### src/rtl/rla_pkg.sv
// Shared definitions for the register-tagged line association buffer.
// Assumes one tag slot per line; the neighbour select encoding is fixed.
package rla_pkg;
    typedef enum logic [1:0] {
        SEL_BELOW = 2'b00,
        SEL_SAME  = 2'b01,
        SEL_ABOVE = 2'b10,
        SEL_BAD   = 2'b11
    } nbr_sel_t;
endpackage

### src/rtl/rla_slot.sv
// One register tag slot: holds valid, register tag and neighbour select,
// and derives the absolute line it points at. Assumes the caller only
// raises bind_we for legal, non-zero-register binds.
module rla_slot #(
    parameter int SLOT_ID   = 0,
    parameter int NUM_LINES = 8,
    parameter int TAG_W     = 6,
    localparam int LIDX_W   = $clog2(NUM_LINES)
) (
    input  logic              clk,
    input  logic              rst_n,
    input  logic              bind_we,
    input  logic [TAG_W-1:0]  bind_reg,
    input  logic [1:0]        bind_sel,
    input  logic              flush_valid,
    input  logic [LIDX_W-1:0] flush_line,
    output logic              valid_o,
    output logic [TAG_W-1:0]  tag_o,
    output logic [LIDX_W-1:0] line_o,
    output logic              flush_hit_o
);
    import rla_pkg::*;

    logic             valid_q;
    logic [TAG_W-1:0] tag_q;
    nbr_sel_t         sel_q;

    // Translate the relative select into an absolute line index.
    always_comb begin
        unique case (sel_q)
            SEL_BELOW: line_o = LIDX_W'(SLOT_ID - 1);
            SEL_ABOVE: line_o = LIDX_W'(SLOT_ID + 1);
            default:   line_o = LIDX_W'(SLOT_ID);
        endcase
    end

    // Flag this slot as bound to the line being flushed.
    assign flush_hit_o = valid_q && (line_o == flush_line);

    // Bind overwrites the slot; otherwise a matching flush unbinds it.
    always_ff @(posedge clk) begin
        if (!rst_n) begin
            valid_q <= 1'b0;
            tag_q   <= '0;
            sel_q   <= SEL_SAME;
        end else if (bind_we) begin
            valid_q <= 1'b1;
            tag_q   <= bind_reg;
            sel_q   <= nbr_sel_t'(bind_sel);
        end else if (flush_valid && flush_hit_o) begin
            valid_q <= 1'b0;
        end
    end

    assign valid_o = valid_q;
    assign tag_o   = tag_q;

    // a flushed slot that is not rebound is unbound afterwards.
    assert_flush_unbinds_R6: assert property (@(posedge clk) disable iff (!rst_n)
        (flush_valid && flush_hit_o && !bind_we) |=> !valid_q);

    // a bind always leaves the slot valid with the new tag.
    assert_bind_overwrites_R9: assert property (@(posedge clk) disable iff (!rst_n)
        bind_we |=> (valid_q && tag_q == $past(bind_reg)));
endmodule

### src/rtl/rla_ready_bank.sv
// Per-line ready flags: a fill sets a line, a flush clears it, and the
// flush wins when both name the same line in one cycle.
module rla_ready_bank #(
    parameter int NUM_LINES = 8,
    localparam int LIDX_W   = $clog2(NUM_LINES)
) (
    input  logic                 clk,
    input  logic                 rst_n,
    input  logic                 fill_valid,
    input  logic [LIDX_W-1:0]    fill_line,
    input  logic                 flush_valid,
    input  logic [LIDX_W-1:0]    flush_line,
    output logic [NUM_LINES-1:0] ready_o
);
    logic [NUM_LINES-1:0] ready_q;

    // One flip-flop per line, flush taking priority over fill.
    for (genvar l = 0; l < NUM_LINES; l++) begin : g_line
        always_ff @(posedge clk) begin
            if (!rst_n) begin
                ready_q[l] <= 1'b0;
            end else if (flush_valid && flush_line == LIDX_W'(l)) begin
                ready_q[l] <= 1'b0;
            end else if (fill_valid && fill_line == LIDX_W'(l)) begin
                ready_q[l] <= 1'b1;
            end
        end
    end

    assign ready_o = ready_q;

    // a fill without a colliding flush leaves its line ready.
    assert_fill_sets_R5: assert property (@(posedge clk) disable iff (!rst_n)
        (fill_valid && !(flush_valid && flush_line == fill_line))
        |=> ready_q[$past(fill_line)]);

    // a flush leaves its line not ready even with a same-line fill.
    assert_flush_wins_R9: assert property (@(posedge clk) disable iff (!rst_n)
        flush_valid |=> !ready_q[$past(flush_line)]);
endmodule

### src/rtl/rla_match.sv
// Parallel tag compare across all slots with lowest-slot priority.
// Purely combinational; assumes tags of invalid slots are ignored.
module rla_match #(
    parameter int NUM_LINES = 8,
    parameter int TAG_W     = 6,
    localparam int LIDX_W   = $clog2(NUM_LINES)
) (
    input  logic [NUM_LINES-1:0]             valid_i,
    input  logic [NUM_LINES-1:0][TAG_W-1:0]  tag_i,
    input  logic [NUM_LINES-1:0][LIDX_W-1:0] line_i,
    input  logic [TAG_W-1:0]                 key_i,
    output logic                             hit_o,
    output logic [LIDX_W-1:0]                line_o
);
    logic [NUM_LINES-1:0] match;

    // Compare the key with every slot at once.
    for (genvar s = 0; s < NUM_LINES; s++) begin : g_cmp
        assign match[s] = valid_i[s] && (tag_i[s] == key_i);
    end

    // Pick the lowest matching slot by scanning from the top down.
    always_comb begin
        hit_o  = 1'b0;
        line_o = '0;
        for (int s = NUM_LINES - 1; s >= 0; s--) begin
            if (match[s]) begin
                hit_o  = 1'b1;
                line_o = line_i[s];
            end
        end
    end
endmodule

### src/rtl/reg_line_assoc.sv
// Register-tagged line association buffer top. Checks bind legality,
// hosts the slots, the ready bank and the matcher, and registers all
// results so each is due one cycle after its request.
module reg_line_assoc #(
    parameter int NUM_LINES = 8,
    parameter int TAG_W     = 6,
    localparam int LIDX_W   = $clog2(NUM_LINES)
) (
    input  logic                 clk,
    input  logic                 rst_n,
    input  logic                 bind_valid,
    input  logic [LIDX_W-1:0]    bind_slot,
    input  logic [TAG_W-1:0]     bind_reg,
    input  logic [1:0]           bind_sel,
    input  logic                 lookup_valid,
    input  logic [TAG_W-1:0]     lookup_reg,
    input  logic                 fill_valid,
    input  logic [LIDX_W-1:0]    fill_line,
    input  logic                 flush_valid,
    input  logic [LIDX_W-1:0]    flush_line,
    output logic                 look_hit,
    output logic [LIDX_W-1:0]    look_line,
    output logic                 look_ready,
    output logic [NUM_LINES-1:0] release_mask,
    output logic                 bind_err
);
    import rla_pkg::*;

    logic                             bind_bad;
    logic                             bind_ok;
    logic [NUM_LINES-1:0]             slot_valid;
    logic [NUM_LINES-1:0][TAG_W-1:0]  slot_tag;
    logic [NUM_LINES-1:0][LIDX_W-1:0] slot_line;
    logic [NUM_LINES-1:0]             slot_flush_hit;
    logic [NUM_LINES-1:0]             line_ready;
    logic                             m_hit;
    logic [LIDX_W-1:0]                m_line;

    // Reject the illegal select and the out-of-range edge neighbours.
    always_comb begin
        bind_bad = (nbr_sel_t'(bind_sel) == SEL_BAD)
                || (nbr_sel_t'(bind_sel) == SEL_BELOW && bind_slot == '0)
                || (nbr_sel_t'(bind_sel) == SEL_ABOVE && bind_slot == LIDX_W'(NUM_LINES - 1));
    end

    // A legal bind naming register 0 is a preload and writes no slot.
    assign bind_ok = bind_valid && !bind_bad && (bind_reg != '0);

    for (genvar s = 0; s < NUM_LINES; s++) begin : g_slot
        rla_slot #(
            .SLOT_ID   (s),
            .NUM_LINES (NUM_LINES),
            .TAG_W     (TAG_W)
        ) u_slot (
            .clk         (clk),
            .rst_n       (rst_n),
            .bind_we     (bind_ok && bind_slot == LIDX_W'(s)),
            .bind_reg    (bind_reg),
            .bind_sel    (bind_sel),
            .flush_valid (flush_valid),
            .flush_line  (flush_line),
            .valid_o     (slot_valid[s]),
            .tag_o       (slot_tag[s]),
            .line_o      (slot_line[s]),
            .flush_hit_o (slot_flush_hit[s])
        );
    end

    rla_ready_bank #(.NUM_LINES(NUM_LINES)) u_ready (
        .clk         (clk),
        .rst_n       (rst_n),
        .fill_valid  (fill_valid),
        .fill_line   (fill_line),
        .flush_valid (flush_valid),
        .flush_line  (flush_line),
        .ready_o     (line_ready)
    );

    rla_match #(.NUM_LINES(NUM_LINES), .TAG_W(TAG_W)) u_match (
        .valid_i (slot_valid),
        .tag_i   (slot_tag),
        .line_i  (slot_line),
        .key_i   (lookup_reg),
        .hit_o   (m_hit),
        .line_o  (m_line)
    );

    // Register lookup results, release mask and bind error pulse.
    always_ff @(posedge clk) begin
        if (!rst_n) begin
            look_hit     <= 1'b0;
            look_line    <= '0;
            look_ready   <= 1'b0;
            release_mask <= '0;
            bind_err     <= 1'b0;
        end else begin
            look_hit     <= lookup_valid && m_hit;
            look_line    <= (lookup_valid && m_hit) ? m_line : '0;
            look_ready   <= lookup_valid && m_hit && line_ready[m_line];
            release_mask <= flush_valid ? slot_flush_hit : '0;
            bind_err     <= bind_valid && bind_bad;
        end
    end

    // an illegal bind is answered by the error pulse.
    assert_bad_bind_flags_R3: assert property (@(posedge clk) disable iff (!rst_n)
        (bind_valid && bind_sel == 2'b11) |=> bind_err);

    // no release is reported without a flush the cycle before.
    assert_mask_needs_flush_R6: assert property (@(posedge clk) disable iff (!rst_n)
        !flush_valid |=> (release_mask == '0));

    // register 0 is never found by a lookup.
    assert_reg0_never_hits_R7: assert property (@(posedge clk) disable iff (!rst_n)
        (lookup_valid && lookup_reg == '0) |=> !look_hit);

    // a miss never reports ready.
    assert_miss_not_ready_R5: assert property (@(posedge clk) disable iff (!rst_n)
        !look_hit |-> !look_ready);
endmodule

### config.mk
export PLATFORM = sky130hd
export DESIGN_NAME = reg_line_assoc
export DESIGN_NICKNAME = d
export VERILOG_FILES = /design/src/rtl/rla_pkg.sv /design/src/rtl/rla_slot.sv /design/src/rtl/rla_ready_bank.sv /design/src/rtl/rla_match.sv /design/src/rtl/reg_line_assoc.sv
export SDC_FILE = /design/constraint.sdc
export NUM_CORES = 1
export LEC_CHECK = 0
export CORE_AREA = 4 4 93 116
export CTS_CLUSTER_DIAMETER = 200
export CTS_CLUSTER_SIZE = 20
export DETAILED_ROUTE_END_ITERATION = 8
export DIE_AREA = 0 0 97 120
export GPL_TIMING_DRIVEN = 0
export PLACE_DENSITY = 0.76
export SLEW_MARGIN = 5
export SYNTH_ARGS = -nofsm -noshare
export SYNTH_HDL_FRONTEND = slang
export SYNTH_SLANG_ARGS = --single-unit
### constraint.sdc
create_clock -name clk -period 2.5 [get_ports clk]
set_input_delay 0.5 -clock clk [delete_from_list [all_inputs] [get_ports clk]]
set_output_delay 0.5 -clock clk [all_outputs]
set_load 0.1 [all_outputs]
* Yosys cells after proc, flatten, opt, wreduce, memory -nomap -nowiden
Cells that the tools add are included.
Word-level totals: bits in registers 94, latch bits 0, RAM bits 0, bits in read-only memories 0, bits of input ports 29, output and inout bits 14, word-level logic and storage cells 217, memories 0
Cells by class: add/sub/neg operators 0, $mul 0, divide/modulo/power cells 0, $lt $le $gt $ge 1, equal/unequal tests 47, shift operators 0, multiplexer cells 42, bitwise operators 1, reductions and logical operators 89
Operators with widths (number):
- $logic_and 1x1->1 | 55
- $eq 6x6->1 | 8
- $eq 3x3->1 const B | 12
- $mux 1 | 25
- $mux 3 | 8
- $pmux 3 s2 | 4
- $eq 2x2->1 const B | 10
- $eq 3x2->1 const B | 6
- $eq 3x3->1 | 6
- $logic_not 2->1 | 9
- $pmux 2 s2 | 4
- $reduce_bool 2->1 | 8
- $reduce_or 2->1 | 8
- $eq 3x1->1 const B | 3
- $logic_not 3->1 | 3
- $eq 2x3->1 | 2
- $reduce_bool 6->1 | 1
- $lt 3x4->1 const B | 1
- $reduce_and 2->1 | 2
- $bmux 1 s3 | 1
- $logic_or 1x1->1 | 2
- $logic_not 1->1 | 1
- $not 1->1 | 1

* Depth between registers and ports, before layout
word-level depth 13, mapped depth 11, mapped depth without buffers 10

* By module
Synthesis repeated with hierarchy kept, for this count alone.
Second synthesis, totals: cells, all modules 513, area total of the unflattened synthesis 5127.4 µm²
Modules (own cells, without submodules):
- rla_match | times used 1, cells an instance 123, area an instance 987.2 µm², seq. area each 0.0 µm²
- rla_slot at g_slot[2].u_slot ... | times used 2, cells an instance 37, area an instance 391.6 µm², seq. area each 180.2 µm²
- reg_line_assoc | times used 1, cells an instance 56, area an instance 604.3 µm², seq. area each 280.3 µm²
- rla_slot at g_slot[3].u_slot | times used 1, cells an instance 39, area an instance 402.9 µm², seq. area each 180.2 µm²
- rla_slot at g_slot[7].u_slot | times used 1, cells an instance 39, area an instance 400.4 µm², seq. area each 180.2 µm²
- rla_slot at g_slot[4].u_slot | times used 1, cells an instance 38, area an instance 396.6 µm², seq. area each 180.2 µm²
- rla_slot at g_slot[0].u_slot | times used 1, cells an instance 38, area an instance 395.4 µm², seq. area each 180.2 µm²
- rla_slot at g_slot[1].u_slot | times used 1, cells an instance 38, area an instance 394.1 µm², seq. area each 180.2 µm²
- rla_slot at g_slot[5].u_slot | times used 1, cells an instance 37, area an instance 389.1 µm², seq. area each 180.2 µm²
- rla_ready_bank | times used 1, cells an instance 31, area an instance 374.1 µm², seq. area each 160.2 µm²

* Worst setup path before layout
OpenSTA, ideal clock, no wires.
kind input port to flip-flop, start point in lookup_reg[5], end point reg look_ready, library setup time 0.114 ns, arrival time 2.550 ns, required time 2.386 ns, slack -0.165 ns, stages 10, path buffers 2, cells stage by stage buf_6 -> xor2_1 -> or4_4 -> buf_6 -> nor2b_4 -> o31a_4 -> a211oi_4 -> mux2i_1 -> mux2_2 -> a2bb2o_4
On the way: longest elaborated chain between the ends 13, elaborated cells between the ends (all ways) 36, classes of those cells 8 x eq/ne; 18 x mux; 10 x reduce/logical
RTL lines:
- start: declaration | line reg_line_assoc.sv:16 | input logic [TAG_W-1:0] lookup_reg,
- $eq 6x6->1 | line rla_match.sv:19 | assign match[s] = valid_i[s] && (tag_i[s] == key_i);
- $logic_and 1x1->1 | line rla_match.sv:19
- $mux 3 (8 in a row) | line rla_match.sv:27 | if (match[s]) begin
- $bmux 1 s3 | line reg_line_assoc.sv:99 | look_ready <= lookup_valid && m_hit && line_ready[m_line];
- $mux 1 (not written as such) | line reg_line_assoc.sv:99
- $logic_and 1x1->1 * | line reg_line_assoc.sv:99
- end signal: assignment | line reg_line_assoc.sv:99
- end: declaration | line reg_line_assoc.sv:23 | output logic look_ready,
Every way passes the cells marked *; elsewhere a longest branch is shown, timed or not. The select of a mux whose other input is x is not followed. A chain may end at the register's enable or synchronous reset.

* Final worst setup path
start point in lookup_reg[1], end point reg look_ready
Same word-level chain as after synthesis.

==> results.ini <==
[critical_path]
cp_cell_sequence = buf_6, xnor2_1, nand4_1, or4_4, or4_4, o211ai_1, a211oi_4, buf_6, mux2i_1, mux2_4, a2bb2o_4
data_required_time_at_the_worst_endpoint_ps = 2740
worst_path_dominant_cell_family = simple AND/OR/NAND/NOR gates
critical-path-max-stage-delay_ps = 450
start_kind = input pin
crit_fanout = 8
cp.arrival_ps = 2780
timing.critical_path.to_type = flop
path_buf_inv = 2
setup.worst_path.class = in2reg
reg2reg_setup_slack_ps = -40
critical-path-slowest-cell = or4_4

[route]
num_vias = 3643
drt_wl_total_um = 11730
viasPerCell = 5.405
drt_iter0_markers = 174
detail-route-antenna-nets = 0
detail_route.wl_per_cell_um = 17.40
route.detailed.drc = 0
firstDrtPassIters = 4

[cts]
ctsRootBufferMaster = clkbuf_16
cts.sinks = 94
clockBufferDepth = 2
path_clk_slew_ps = 60
tritoncts_clock_tree = done
worst_skew_pair.late_latency_ps = 340
htree_num_levels = 3
number_of_buffers_added_by_the_clock_tree_synthesis_step = 9

[sta]
postLayoutSetupSlackWorst_ps = -44.65
finalSetupViolations = 1
relSlewSlack = 0.3544
worst_max_slew_pin_slew_ps = 965.4
achievable-frequency_mhz = 393.0
worst_clock_skew_ps = 7.186
layout_min_cycle_time_ps = 2545
report.final.slew_viol_count = 0
final_min_period_over_clock_period = 1.018
final.hold.worst_slack_ps = 468.7
hold_viol_final = 0
unrepaired_setup_endpoints_after_global_routing = true

[global_routing]
globalRouteTotalUtil = 0.2036
grt_start_max_net_pins = 15
initial_antenna_violation_count = 0
first_pass_grt_wire_length_um = 18660
number_of_global_route_vias_before_repair = 3680
gr-total-overflow = 0

[synthesis]
syn_nets = 537
synth.largest_area_cell = dfxtp_1
avgSynthCellArea_um2 = 9.327
synth_sequential_area_ratio = 0.3971
ys_seq_elements = 94
synth_enable_flop_cells = 0
yosysTopAreaCellShare = 0.3971
post_syn_instances = 508
asyncSetResetFlopFracSynth = 0
synth_top_cells_by_area = dfxtp_1 (40%), mux2i_1 (12%), nor2b_1 (7.3%), xnor2_1 (6.7%), nand2_1 (2.9%)
dominantRegCellSynth = dfxtp_1
yosysUniqueCellTypes = 56
yosys.cell_count.top_type = dfxtp_1
yosys_warnings = 0
synth_top_cells_by_count = dfxtp_1 (94), mux2i_1 (58), nor2b_1 (55), nand2_1 (37), xnor2_1 (36)
mappedNetlistArea_um2 = 4738

[placement]
placed_area_um2 = 5126
io_buffer_count = 23
dp_hpwl_um = 8447
pre_cts_ws_ps = -539.7
gpl_congestion = 0.8408

[floorplan]
die_width_um = 97
die_height_um = 120
starting_utilization_of_the_core_area = 0.4905
boundaryPins = 43
placementRows = 40
core_area_um2 = 9659
die_area_um2 = 11640

[power]
peakVddDrop_mv = 0.3181
power.density_cell_area_nw_per_um2 = 614.1
share_comb_of_total_power = 0.096
proportion_of_power_drawn_by_the_clock_network = 0.454
switching_part_of_the_total = 0.2249
power_frac_seq = 0.451
cellLeakagePower_uw = 0.002077
p_int_uw = 2659
power.switching_uw = 771.5

[run]
max_cap_violation_count = 0

[finish]
insertedDiodeCount = 0
area.growth.synth_to_final_pct = 17.90
postLayoutCellArea_um2 = 5587
finalNetCount = 573
post_route_cells_drive_above_1_share = 0.1022
seqCellArea_um2 = 1883
fill_cells = 826
multiInputGateArea_um2 = 2704

[run_status]
outcome = finished, violations left
failing_checks = negative setup slack

[worst_hold_path]
hp-class = reg2reg

final cells by class:
| type | instances | area share |
|---|---|---|
| inverters | 5 | 0.003359 |
| plain buffers | 35 | 0.03494 |
| clock buffers | 11 | 0.04345 |
| repair buffers | 28 | 0.05196 |
| well taps | 126 | 0.02822 |
| multi-input cells | 371 | 0.4840 |
| clock inverters | 4 | 0.01702 |
| flip-flops and latches | 94 | 0.3371 |
metal layers:
| layer | vias up | track usage | routed length, um |
|---|---|---|---|
| li1 | 1815 | - | - |
| met1 | 1707 | 0.2412 | 5030 |
| met2 | 90 | 0.3484 | 5705 |
| met3 | 31 | 0.04244 | 558 |
| met4 | 0 | 0.1010 | 433 |
| met5 | - | 0 | 0 |
tightest hold or removal path: stages, from the launching register on:
cell	delay, ps
dfxtp_1	320
nand2_1	60
a21boi_1	50
registers in the layout, indices dropped and copies added, names as in the netlist:
signal / flops
g_slot.u_slot.sel_q: 16
look_line: 3
g_slot.u_slot.valid_o: 8
look_ready: 1
bind_err: 1
release_mask: 8
u_ready.ready_o: 8
g_slot.u_slot.tag_o: 48
look_hit: 1
through the flow:
stage | instances | TNS [ps] | util | power (uW)
final | 674 | -44.65 | 0.5784 | 3431
after CTS | 673 | -65.65 | 0.5712 | 3434
after global routing | 674 | -357.1 | 0.5784 | 3543
after detailed placement | 657 | -21700 | 0.5307 | 1890
after floorplan | 508 | -164.7 | - | 1799
after global placement | 657 | -19070 | 0.5307 | 1882
logic make-up after synthesis:
| group | synth area share |
|---|---|
| AO/OA/AOI/OAI | 0.09771 |
| XOR/XNOR | 0.09770 |
| buffers and inverters | 0.04569 |
| flip-flops | 0.3971 |
| multiplexers | 0.1249 |
| AND/OR/NAND/NOR | 0.2369 |
worst paths after layout:
| check | end | depth (start not counted) | startpoint |
|---|---|---|---|
| worst max-delay path | look_ready | 11 | lookup_reg[1] |
| worst min-delay path | g_slot[4].u_slot.tag_o[3] | 2 | g_slot[4].u_slot.tag_o[3] |
| worst max register to register | look_ready | 10 | g_slot[4].u_slot.tag_o[5] |
| worst min register to register | g_slot[4].u_slot.tag_o[3] | 2 | g_slot[4].u_slot.tag_o[3] |
power by group through the flow:
stage	combinational (uW)	sequential (uW)	clock, uW
after detailed placement	311	1580	0
after global placement	305	1580	0
after floorplan	221	1580	0
final	328	1550	1560
after global routing	354	1550	1640
after CTS	319	1550	1570
placed cells by master (no fill, tap or decap), types with 10 or more instances in the layout:
master,instances
o21ai_0,10
nand2_1,37
a21boi_1,10
mux2i_1,58
xnor2_1,35
nand4_1,11
nand3_1,15
clkdlybuf4s50_1,23
dfxtp_1,93
nor2_1,26
a21oi_1,10
nor2b_1,55
clkbuf_1,22
xor2_1,15
timing repair:
item	CTS	global route
cloned	0	2
hold buffers	0	0
endpoints found under the setup margin	18	52
resized for setup	11	10
pin swaps	3	3
buffers inserted	1	2
(Power assumes the default switching activity.)
